### src/rtl/tmr_pkg.sv
package tmr_pkg;
    localparam int DATA_W    = 32;
    localparam int FIELD_LSB = 10;

    typedef enum logic [1:0] {
        SEL_LIMIT = 2'd0,
        SEL_COUNT = 2'd1,
        SEL_PEEK  = 2'd2,
        SEL_NONE  = 2'd3
    } tmr_sel_e;

    typedef struct packed {
        logic load;
        logic ack;
    } tmr_ctl_t;

    function automatic logic [DATA_W-1:0] place_field(input logic [DATA_W-1:0] v);
        return v << FIELD_LSB;
    endfunction
endpackage

### src/rtl/tmr_unit.sv
module tmr_unit
    import tmr_pkg::*;
#(
    parameter int CNT_W = 21
) (
    input  logic             clk,
    input  logic             rst,
    input  logic             tick,
    input  tmr_ctl_t         ctl,
    input  logic [CNT_W-1:0] new_limit,
    output logic [CNT_W-1:0] limit,
    output logic [CNT_W-1:0] count,
    output logic             irq
);
    logic [CNT_W-1:0] count_inc;
    logic             wrap;

    always_comb begin
        count_inc = count + 1'b1;
        wrap      = tick && (limit != '0) && (count_inc == limit);
    end

    always_ff @(posedge clk) begin
        if (rst) begin
            limit <= '0;
            count <= CNT_W'(1);
            irq   <= 1'b0;
        end else if (ctl.load) begin
            limit <= new_limit;
            count <= CNT_W'(1);
            irq   <= 1'b0;
        end else begin
            if (wrap)         count <= CNT_W'(1);
            else if (tick)    count <= count_inc;
            if (wrap)         irq <= 1'b1;
            else if (ctl.ack) irq <= 1'b0;
        end
    end

    a_r4_irq_holds: assert property (@(posedge clk) disable iff (rst)
        (irq && !ctl.ack && !ctl.load) |=> irq);
    a_r4_ack_clears: assert property (@(posedge clk) disable iff (rst)
        (ctl.ack && !ctl.load && !tick) |=> !irq);
    a_r3_count_below_limit: assert property (@(posedge clk) disable iff (rst)
        (limit > CNT_W'(1)) |-> (count < limit));
    a_r6_zero_limit_quiet: assert property (@(posedge clk) disable iff (rst)
        (limit == '0 && !irq) |=> !irq);
    a_r2_load_resets: assert property (@(posedge clk) disable iff (rst)
        ctl.load |=> (count == CNT_W'(1) && !irq));
endmodule

### src/rtl/tmr_decode.sv
module tmr_decode
    import tmr_pkg::*;
#(
    parameter int BANKS  = 5,
    parameter int BANK_W = 3
) (
    input  logic              wr_en,
    input  logic              rd_en,
    input  logic [BANK_W+1:0] addr,
    output logic              bank_ok,
    output logic [BANK_W-1:0] bank,
    output tmr_sel_e          sel,
    output tmr_ctl_t          ctl [BANKS]
);
    always_comb begin
        bank    = addr[BANK_W+1:2];
        sel     = tmr_sel_e'(addr[1:0]);
        bank_ok = (32'(bank) < BANKS);
    end

    for (genvar b = 0; b < BANKS; b++) begin : g_bank
        logic hit;
        assign hit        = bank_ok && (32'(bank) == b) && (sel == SEL_LIMIT);
        assign ctl[b].load = hit && wr_en;
        assign ctl[b].ack  = hit && rd_en;
    end
endmodule

### src/rtl/tmr_bank.sv
module tmr_bank
    import tmr_pkg::*;
#(
    parameter int NUM_CPU = 4,
    parameter int CNT_W   = 21
) (
    input  logic                             clk,
    input  logic                             rst,
    input  logic                             tick,
    input  logic                             wr_en,
    input  logic                             rd_en,
    input  logic [$clog2(NUM_CPU+1)+1:0]     addr,
    input  logic [31:0]                      wdata,
    output logic [31:0]                      rdata,
    output logic [NUM_CPU-1:0]               irq_prof,
    output logic                             irq_sys
);
    localparam int BANKS  = NUM_CPU + 1;
    localparam int BANK_W = $clog2(BANKS);

    logic              bank_ok;
    logic [BANK_W-1:0] bank;
    tmr_sel_e          sel;
    tmr_ctl_t          ctl   [BANKS];
    logic [CNT_W-1:0]  lim_a [BANKS];
    logic [CNT_W-1:0]  cnt_a [BANKS];
    logic [BANKS-1:0]  irq_a;
    logic [CNT_W-1:0]  new_limit;
    logic [31:0]       rd_val;

    assign new_limit = wdata[FIELD_LSB +: CNT_W];

    tmr_decode #(.BANKS(BANKS), .BANK_W(BANK_W)) u_dec (
        .wr_en(wr_en), .rd_en(rd_en), .addr(addr),
        .bank_ok(bank_ok), .bank(bank), .sel(sel), .ctl(ctl)
    );

    for (genvar b = 0; b < BANKS; b++) begin : g_tmr
        tmr_unit #(.CNT_W(CNT_W)) u_tmr (
            .clk(clk), .rst(rst), .tick(tick), .ctl(ctl[b]),
            .new_limit(new_limit), .limit(lim_a[b]), .count(cnt_a[b]),
            .irq(irq_a[b])
        );
    end

    assign irq_prof = irq_a[NUM_CPU-1:0];
    assign irq_sys  = irq_a[NUM_CPU];

    always_comb begin
        rd_val = '0;
        for (int b = 0; b < BANKS; b++) begin
            if (bank_ok && 32'(bank) == b) begin
                case (sel)
                    SEL_LIMIT, SEL_PEEK: rd_val = place_field(32'(lim_a[b]));
                    SEL_COUNT:           rd_val = place_field(32'(cnt_a[b]));
                    default:             rd_val = '0;
                endcase
            end
        end
    end

    always_ff @(posedge clk) begin
        if (rst)        rdata <= '0;
        else if (rd_en) rdata <= rd_val;
        else            rdata <= '0;
    end

    a_r1_idle_rdata_zero: assert property (@(posedge clk) disable iff (rst)
        !rd_en |=> (rdata == '0));
    a_r10_sys_needs_tick: assert property (@(posedge clk) disable iff (rst)
        !irq_sys |=> (!irq_sys || $past(tick)));
    a_r2_field_only: assert property (@(posedge clk) disable iff (rst)
        (rdata[FIELD_LSB-1:0] == '0));
endmodule

### config.mk
export PLATFORM = sky130hd
export DESIGN_NAME = tmr_bank
export DESIGN_NICKNAME = d
export VERILOG_FILES = /design/src/rtl/tmr_pkg.sv /design/src/rtl/tmr_unit.sv /design/src/rtl/tmr_decode.sv /design/src/rtl/tmr_bank.sv
export SDC_FILE = /design/constraint.sdc
export NUM_CORES = 1
export LEC_CHECK = 0
export ABC_CLOCK_PERIOD_IN_PS = 3300
export BUFFER_PORTS_ARGS = -buffer_cell sky130_fd_sc_hd__buf_2
export CAP_MARGIN = 20
export CORE_AREA = 3 3 203 205
export CTS_BUF_LIST = sky130_fd_sc_hd__clkbuf_2 sky130_fd_sc_hd__clkbuf_4 sky130_fd_sc_hd__clkbuf_8
export CTS_CLUSTER_DIAMETER = 200
export DETAILED_ROUTE_END_ITERATION = 6
export DIE_AREA = 0 0 206 208
export PLACE_DENSITY = 0.54
export SYNTH_ARGS = -nofsm -noshare
export SYNTH_HDL_FRONTEND = slang
export SYNTH_SLANG_ARGS = --single-unit
export TNS_END_PERCENT = 10
### constraint.sdc
create_clock -name clk -period 3.3 [get_ports clk]
set_input_delay 0.165 -clock clk [delete_from_list [all_inputs] [get_ports clk]]
set_output_delay 0.165 -clock clk [all_outputs]
set_load 0.05 [all_outputs]
* Yosys cells after proc, flatten, opt, wreduce, memory -nomap -nowiden
Index checks and enable logic that the tools add are counted.
** Word-level totals
- Flip-flop bits (word level) :: 247
** Cells by class
- $add $sub $neg :: 5
- Magnitude comparators :: 1
- Eq/ne operators :: 11
- Muxes and demuxes :: 20
- Bitwise gates (word level) :: 1
- Reductions and logical operators :: 54
** Operators with widths (count)
- case mux 31 bit (2 select lines) :: 5
- 2-to-1 mux 32 bit :: 5
- adder 21 x 1 -> 21 bit, second input constant :: 5
- equality test 21 bit :: 5
- nonzero test 21 bit :: 5
- logical AND 1 bit :: 30
- OR reduction 3 bit :: 5
- OR reduction 2 bit :: 7
- 2-to-1 mux 1 bit :: 10
- nonzero test 2 bit :: 5
- equality test 3 x 2 -> 1 bit, second input constant :: 2
- equality test 3 x 1 -> 1 bit, second input constant :: 1
- equality test 3 bit, second input constant :: 1
- logical NOT 3 bit :: 1
- < comparator 3 bit, second input constant :: 1
- equality test 2 x 1 -> 1 bit, second input constant :: 1
- equality test 2 bit, second input constant :: 1
- logical NOT 2 bit :: 1
- NOT 1 bit :: 1

* Logic depth before layout (Yosys ltp)
- Word-level depth :: 8
- Mapped depth :: 11
- Gate-level depth less buffers :: 8

* Cells and area by module
From an unflattened synthesis, not the netlist that was laid out.
** Second synthesis, totals
- Cells, all modules :: 1794
- Area, all modules :: 14823.0 sq um
** Modules (own cells, without submodules)
- tmr_unit (g_tmr[2].u_tmr ...) :: times used 3, cells an instance 304, area an instance 2532.4 sq um, seq. area each 860.8 sq um
- tmr_unit (g_tmr[0].u_tmr ...) :: times used 2, cells an instance 279, area an instance 2389.8 sq um, seq. area each 860.8 sq um
- tmr_bank :: times used 1, cells an instance 300, area an instance 2278.4 sq um, seq. area each 420.4 sq um
- tmr_decode :: times used 1, cells an instance 24, area an instance 167.7 sq um, seq. area each 0.0 sq um

* Worst setup path after synthesis
OpenSTA, ideal clock, no wires.
- Path type :: register -> register
- Start :: register g_tmr[4].u_tmr.count[1]
- End :: register g_tmr[4].u_tmr.count[11]
- Data arrival time :: 2.686 ns
- Slack :: 0.474 ns
- Stages on the path, launching flop included :: 10
- Clock period less this slack :: 2.826 ns
- Path through :: dfxtp_1 ha_1 nand4_2 nor4_4 nand2_1 xnor2_1 or4_4 nor4_4 buf_6 nor3_2
** On the way
- Word-level cells in the longest chain between the ends :: 4
** RTL lines
- start: declaration :: line tmr_unit.sv:12 : output logic [CNT_W-1:0] count,
- start signal: assignment :: line tmr_unit.sv:34 : else if (tick) count <= count_inc;
- adder 21 x 1 -> 21 bit * :: line tmr_unit.sv:19 : count_inc = count + 1'b1;
- equality test 21 bit :: line tmr_unit.sv:20 : wrap = tick && (limit != '0) && (count_inc == limit);
- logical AND 1 bit :: line tmr_unit.sv:20
- OR reduction 3 bit (no line)
Every way passes the cells marked *; elsewhere a longest branch is shown, timed or not.
A chain may end at the register's enable or synchronous reset.

* Worst setup path in the final report
- Start :: register g_tmr[4].u_tmr.count[0]
- End :: register g_tmr[4].u_tmr.count[4]
Same word-level chain as after synthesis.

==> impl_metrics.xml <==
<?xml version="1.0" encoding="UTF-8"?>
<metrics>
  <group name="finish">
    <metric name="multiInputGateArea" unit="sq um">9830</metric>
    <metric name="ff_latch_area" unit="sq um">4720</metric>
    <metric name="num-fill-cells" unit="">4110</metric>
    <metric name="final_core_util" unit="">0.439</metric>
    <metric name="final_cell_area" unit="sq um">17400</metric>
    <metric name="finalNonFillerCells" unit="">2632</metric>
    <metric name="post_route_cells_drive_above_1_share" unit="">0.114</metric>
    <metric name="layout-area-overhead-vs-synth" unit="%">10.6</metric>
    <metric name="num-nets-final" unit="">2124</metric>
  </group>
  <group name="clock_tree">
    <metric name="postCtsSetupBuffers" unit="">0</metric>
    <metric name="clk_transition_reported_paths" unit="ns">0.07</metric>
    <metric name="max-clock-path-buffers" unit="">3</metric>
    <metric name="ctsRootBufferMaster" unit="">clkbuf_8</metric>
    <metric name="post_cts_resized" unit="">0</metric>
    <metric name="clock_tree_from_tritoncts" unit="">yes</metric>
    <metric name="worst_skew_pair.late_latency" unit="ns">0.60</metric>
    <metric name="cts_inserted_buffers" unit="">44</metric>
    <metric name="clkSinkCount" unit="">236</metric>
    <metric name="postCtsHoldBufs" unit="">21</metric>
    <metric name="cts_htree_levels" unit="">2</metric>
  </group>
  <group name="sta">
    <metric name="max_slew_margin" unit="">0.372</metric>
    <metric name="final_min_period_over_clock_period" unit="">0.944</metric>
    <metric name="worst-slew-pin-transition" unit="ns">0.942</metric>
    <metric name="final-hold-violation-count" unit="">0</metric>
    <metric name="timing.setup.tns" unit="ns">0</metric>
    <metric name="clock-skew-final" unit="ns">0.0185</metric>
    <metric name="grt_setup_unrepaired" unit="">false</metric>
    <metric name="final-max-slew-violation-count" unit="">0</metric>
    <metric name="setup_violations" unit="">0</metric>
    <metric name="min_period" unit="ns">3.12</metric>
    <metric name="clock.fmax" unit="MHz">321</metric>
  </group>
  <group name="synth">
    <metric name="synth_area_leaders" unit="">dfxtp_1, nand2_1, xnor2_1</metric>
    <metric name="synth_async_sr_flop_share" unit="">0</metric>
    <metric name="largest_area_contributor_in_the_synthesized_netlist" unit="">dfxtp_1</metric>
    <metric name="synth_seq_area_share" unit="">0.300</metric>
    <metric name="synthDistinctLibCells" unit="">84</metric>
    <metric name="yosys.cell_count.top_type" unit="">nand2_1</metric>
    <metric name="synthFlopType" unit="">dfxtp_1</metric>
    <metric name="synthDominantCellAreaShare" unit="">0.300</metric>
    <metric name="yosysWarnings" unit="">0</metric>
    <metric name="flip_flop_and_latch_count_after_synthesis" unit="">236</metric>
    <metric name="netlist_top_cells_count" unit="">nand2_1, dfxtp_1, xnor2_1</metric>
    <metric name="syn-instance-count" unit="">2089</metric>
    <metric name="synth_area_per_cell" unit="sq um">7.53</metric>
    <metric name="synth_area" unit="sq um">15700</metric>
    <metric name="synth_enable_flop_cells" unit="">0</metric>
  </group>
  <group name="hold_path">
    <metric name="hold_depth" unit="">2</metric>
    <metric name="worst_hold_startpoint" unit="">rst</metric>
    <metric name="min_delay_worst_endpoint" unit="">g_tmr[1].u_tmr.limit[4]</metric>
    <metric name="hp-class" unit="">input pin to flop</metric>
  </group>
  <group name="die">
    <metric name="floorplan.die_area" unit="sq um">42800</metric>
    <metric name="die_width" unit="um">206</metric>
    <metric name="rows" unit="">73</metric>
    <metric name="starting_density" unit="">0.397</metric>
    <metric name="height_of_the_chip" unit="um">208</metric>
    <metric name="boundaryPins" unit="">79</metric>
    <metric name="core-area" unit="sq um">39600</metric>
  </group>
  <group name="global_route">
    <metric name="vias_in_the_first_global_route" unit="">14100</metric>
    <metric name="globalRoute.busiestLayer" unit="">met2</metric>
    <metric name="global_route.usage.met3" unit="">0.0480</metric>
    <metric name="grt_pass1_wl" unit="um">83400</metric>
    <metric name="globalRouteMet1Util" unit="">0.344</metric>
    <metric name="groute.layer.met2.usage" unit="">0.378</metric>
    <metric name="grt.overflow.total" unit="">0</metric>
    <metric name="pin_count_of_the_biggest_net_entering_global_routing" unit="">132</metric>
    <metric name="grt.total_usage" unit="">0.248</metric>
    <metric name="antenna_found_initial" unit="">2</metric>
  </group>
  <group name="place">
    <metric name="detailed_place_hpwl" unit="um">39200</metric>
    <metric name="buffer_ports.inserted" unit="">56</metric>
    <metric name="dpl-instance-area" unit="sq um">16200</metric>
    <metric name="gp_congestion" unit="">0.916</metric>
    <metric name="placed_cells" unit="">2535</metric>
  </group>
  <group name="power">
    <metric name="vdd_drop_max" unit="V">0.000317</metric>
    <metric name="p_comb_frac" unit="">0.101</metric>
    <metric name="clockPowerShare" unit="">0.466</metric>
    <metric name="power-per-cell-area" unit="nW/um^2">391</metric>
    <metric name="seqPwrFrac" unit="">0.434</metric>
    <metric name="fin_total_pwr" unit="mW">6.80</metric>
    <metric name="power_switching_share" unit="">0.270</metric>
    <metric name="leakagePower" unit="nW">5.97</metric>
    <metric name="intPower" unit="mW">4.97</metric>
    <metric name="power.net_switching" unit="mW">1.83</metric>
  </group>
  <group name="worst_setup_path">
    <metric name="setup.reg_to_reg.worst_slack" unit="ns">0.18</metric>
    <metric name="worst-endpoint-required" unit="ns">3.76</metric>
    <metric name="worst_ep_arrival_time" unit="ns">3.58</metric>
    <metric name="critPathLaunchType" unit="">flop</metric>
    <metric name="critical_path_fanout_max" unit="">9</metric>
    <metric name="critical_path.reg2reg.startpoint" unit="">g_tmr[4].u_tmr.count[0]</metric>
    <metric name="crit_path_max_incr_delay" unit="ns">0.51</metric>
    <metric name="critPathCaptureType" unit="">flop</metric>
    <metric name="worst-setup-path-type" unit="">flop to flop</metric>
    <metric name="timing.reg2reg.worst_path_depth" unit="">10</metric>
    <metric name="cell_chain_critical_path" unit="">ha_1, nand4_2, nor4_4, buf_4, nand2_1, xnor2_1, or4_4, nor4_4, buf_4, nor3_2</metric>
    <metric name="reg2reg_to" unit="">g_tmr[4].u_tmr.count[4]</metric>
    <metric name="critPathSlowestCell" unit="">dfxtp_1</metric>
  </group>
  <group name="detailed_routing">
    <metric name="first_pass_iters" unit="">7</metric>
    <metric name="final_wl" unit="um">54300</metric>
    <metric name="vias_per_cell" unit="">5.73</metric>
    <metric name="num_vias" unit="">15100</metric>
    <metric name="ant_nets" unit="">0</metric>
    <metric name="initial_drc_count" unit="">1436</metric>
    <metric name="detail_route.wl_per_cell" unit="um">20.6</metric>
    <metric name="drc" unit="">0</metric>
  </group>
  <group name="run">
    <metric name="count_of_maximum_capacitance_violations" unit="">0</metric>
  </group>
  <group name="run_status">
    <metric name="outcome" unit="">finished clean</metric>
  </group>
</metrics>
kinds of logic (layout without fill, tap and decap cells):
family,count (synthesis),in the layout,synth area share
other,1,12,0.000238
adder cells (fa/ha/maj),5,5,0.00398
flip-flops,236,236,0.300
AO/OA/AOI/OAI,367,367,0.146
buffers and inverters,273,280,0.0777
AND/OR/NAND/NOR,933,933,0.315
XOR/XNOR,222,222,0.124
multiplexers,52,52,0.0332
critical path, delay by kind of cell (launching register included):
family        cells  cell delay (ns)
simple gates      6             1.58
buf+inv           2             0.48
flops             1             0.51
xor+xnor          1             0.16
fa+ha+maj         1             0.25
state kept, by name, indices dropped and copies added (netlist names):
name and cells:
g_tmr.u_tmr.count 105, g_tmr.u_tmr.irq 5, rdata 21, g_tmr.u_tmr.limit 105
final cells by class:
type                    count  area share
clock buffers              66      0.0483
inverters                  71      0.0153
multi-input cells        1590       0.565
flip-flops and latches    236       0.272
clock inverters             9     0.00734
repair buffers            134      0.0545
diodes                      1    0.000144
well taps                 525      0.0378
power by group through the flow:
stage	clock network [mW]	registers, mW	logic (mW)
finish	3.17	2.95	0.685
global route	3.37	2.95	0.734
CTS	3.24	2.95	0.677
floorplan	0	2.99	0.455
global placement	0	3.01	0.652
detailed placement	0	3.01	0.657
worst max-delay path by stage:
| stage | cells past startpoint | start | endpoint | slack [ns] |
|---|---|---|---|---|
| 6_report | 10 | g_tmr[4].u_tmr.count[0] | g_tmr[4].u_tmr.count[4] | 0.18 |
| 5_1_grt | 10 | g_tmr[2].u_tmr.count[1] | g_tmr[2].u_tmr.count[15] | 0.03 |
| 4_1_cts | 9 | g_tmr[4].u_tmr.count[0] | g_tmr[4].u_tmr.count[4] | 0.19 |
| 3_5_place_dp | 9 | g_tmr[4].u_tmr.count[0] | g_tmr[4].u_tmr.count[2] | 0.20 |
| 3_3_place_gp | 9 | g_tmr[4].u_tmr.count[0] | g_tmr[4].u_tmr.count[5] | 0.23 |
| 2_1_floorplan | 9 | g_tmr[4].u_tmr.count[1] | g_tmr[4].u_tmr.count[11] | 0.47 |
routing by layer:
metal	vias up	share of wire
met2	458	0.45
met4	4	0.041
met5	-	0.00035
met3	118	0.064
li1	7272	-
met1	7223	0.45
cells in the final DEF (no fill, tap or decap), types with 11 or more instances in the layout:
cell type / count
nand2_1: 322
mux2i_1: 51
o221ai_1: 21
nand3_1: 51
conb_1: 11
and3_1: 20
nor2_1: 103
nand3b_1: 48
clkbuf_8: 55
dlygate4sd3_1: 21
nor3_1: 106
buf_4: 57
nand4_1: 64
nor2b_1: 46
a21oi_1: 127
a222oi_1: 20
nand2b_1: 17
buf_2: 54
or3_1: 14
o21ai_0: 115
inv_1: 71
and4_1: 16
nor4_1: 39
nor3_2: 20
clkbuf_4: 11
xor2_1: 91
dfxtp_1: 236
xnor2_1: 131
through the flow:
step | worst slack, ns | hold WS, ns
CTS | 0.185 | 0.0402
global route | 0.0332 | 0.0779
detailed placement | 0.201 | 0.451
global placement | 0.233 | 0.447
finish | 0.184 | 0.0786
floorplan | 0.474 | 0.301
Note: power is estimated with default switching activity, not from simulation.
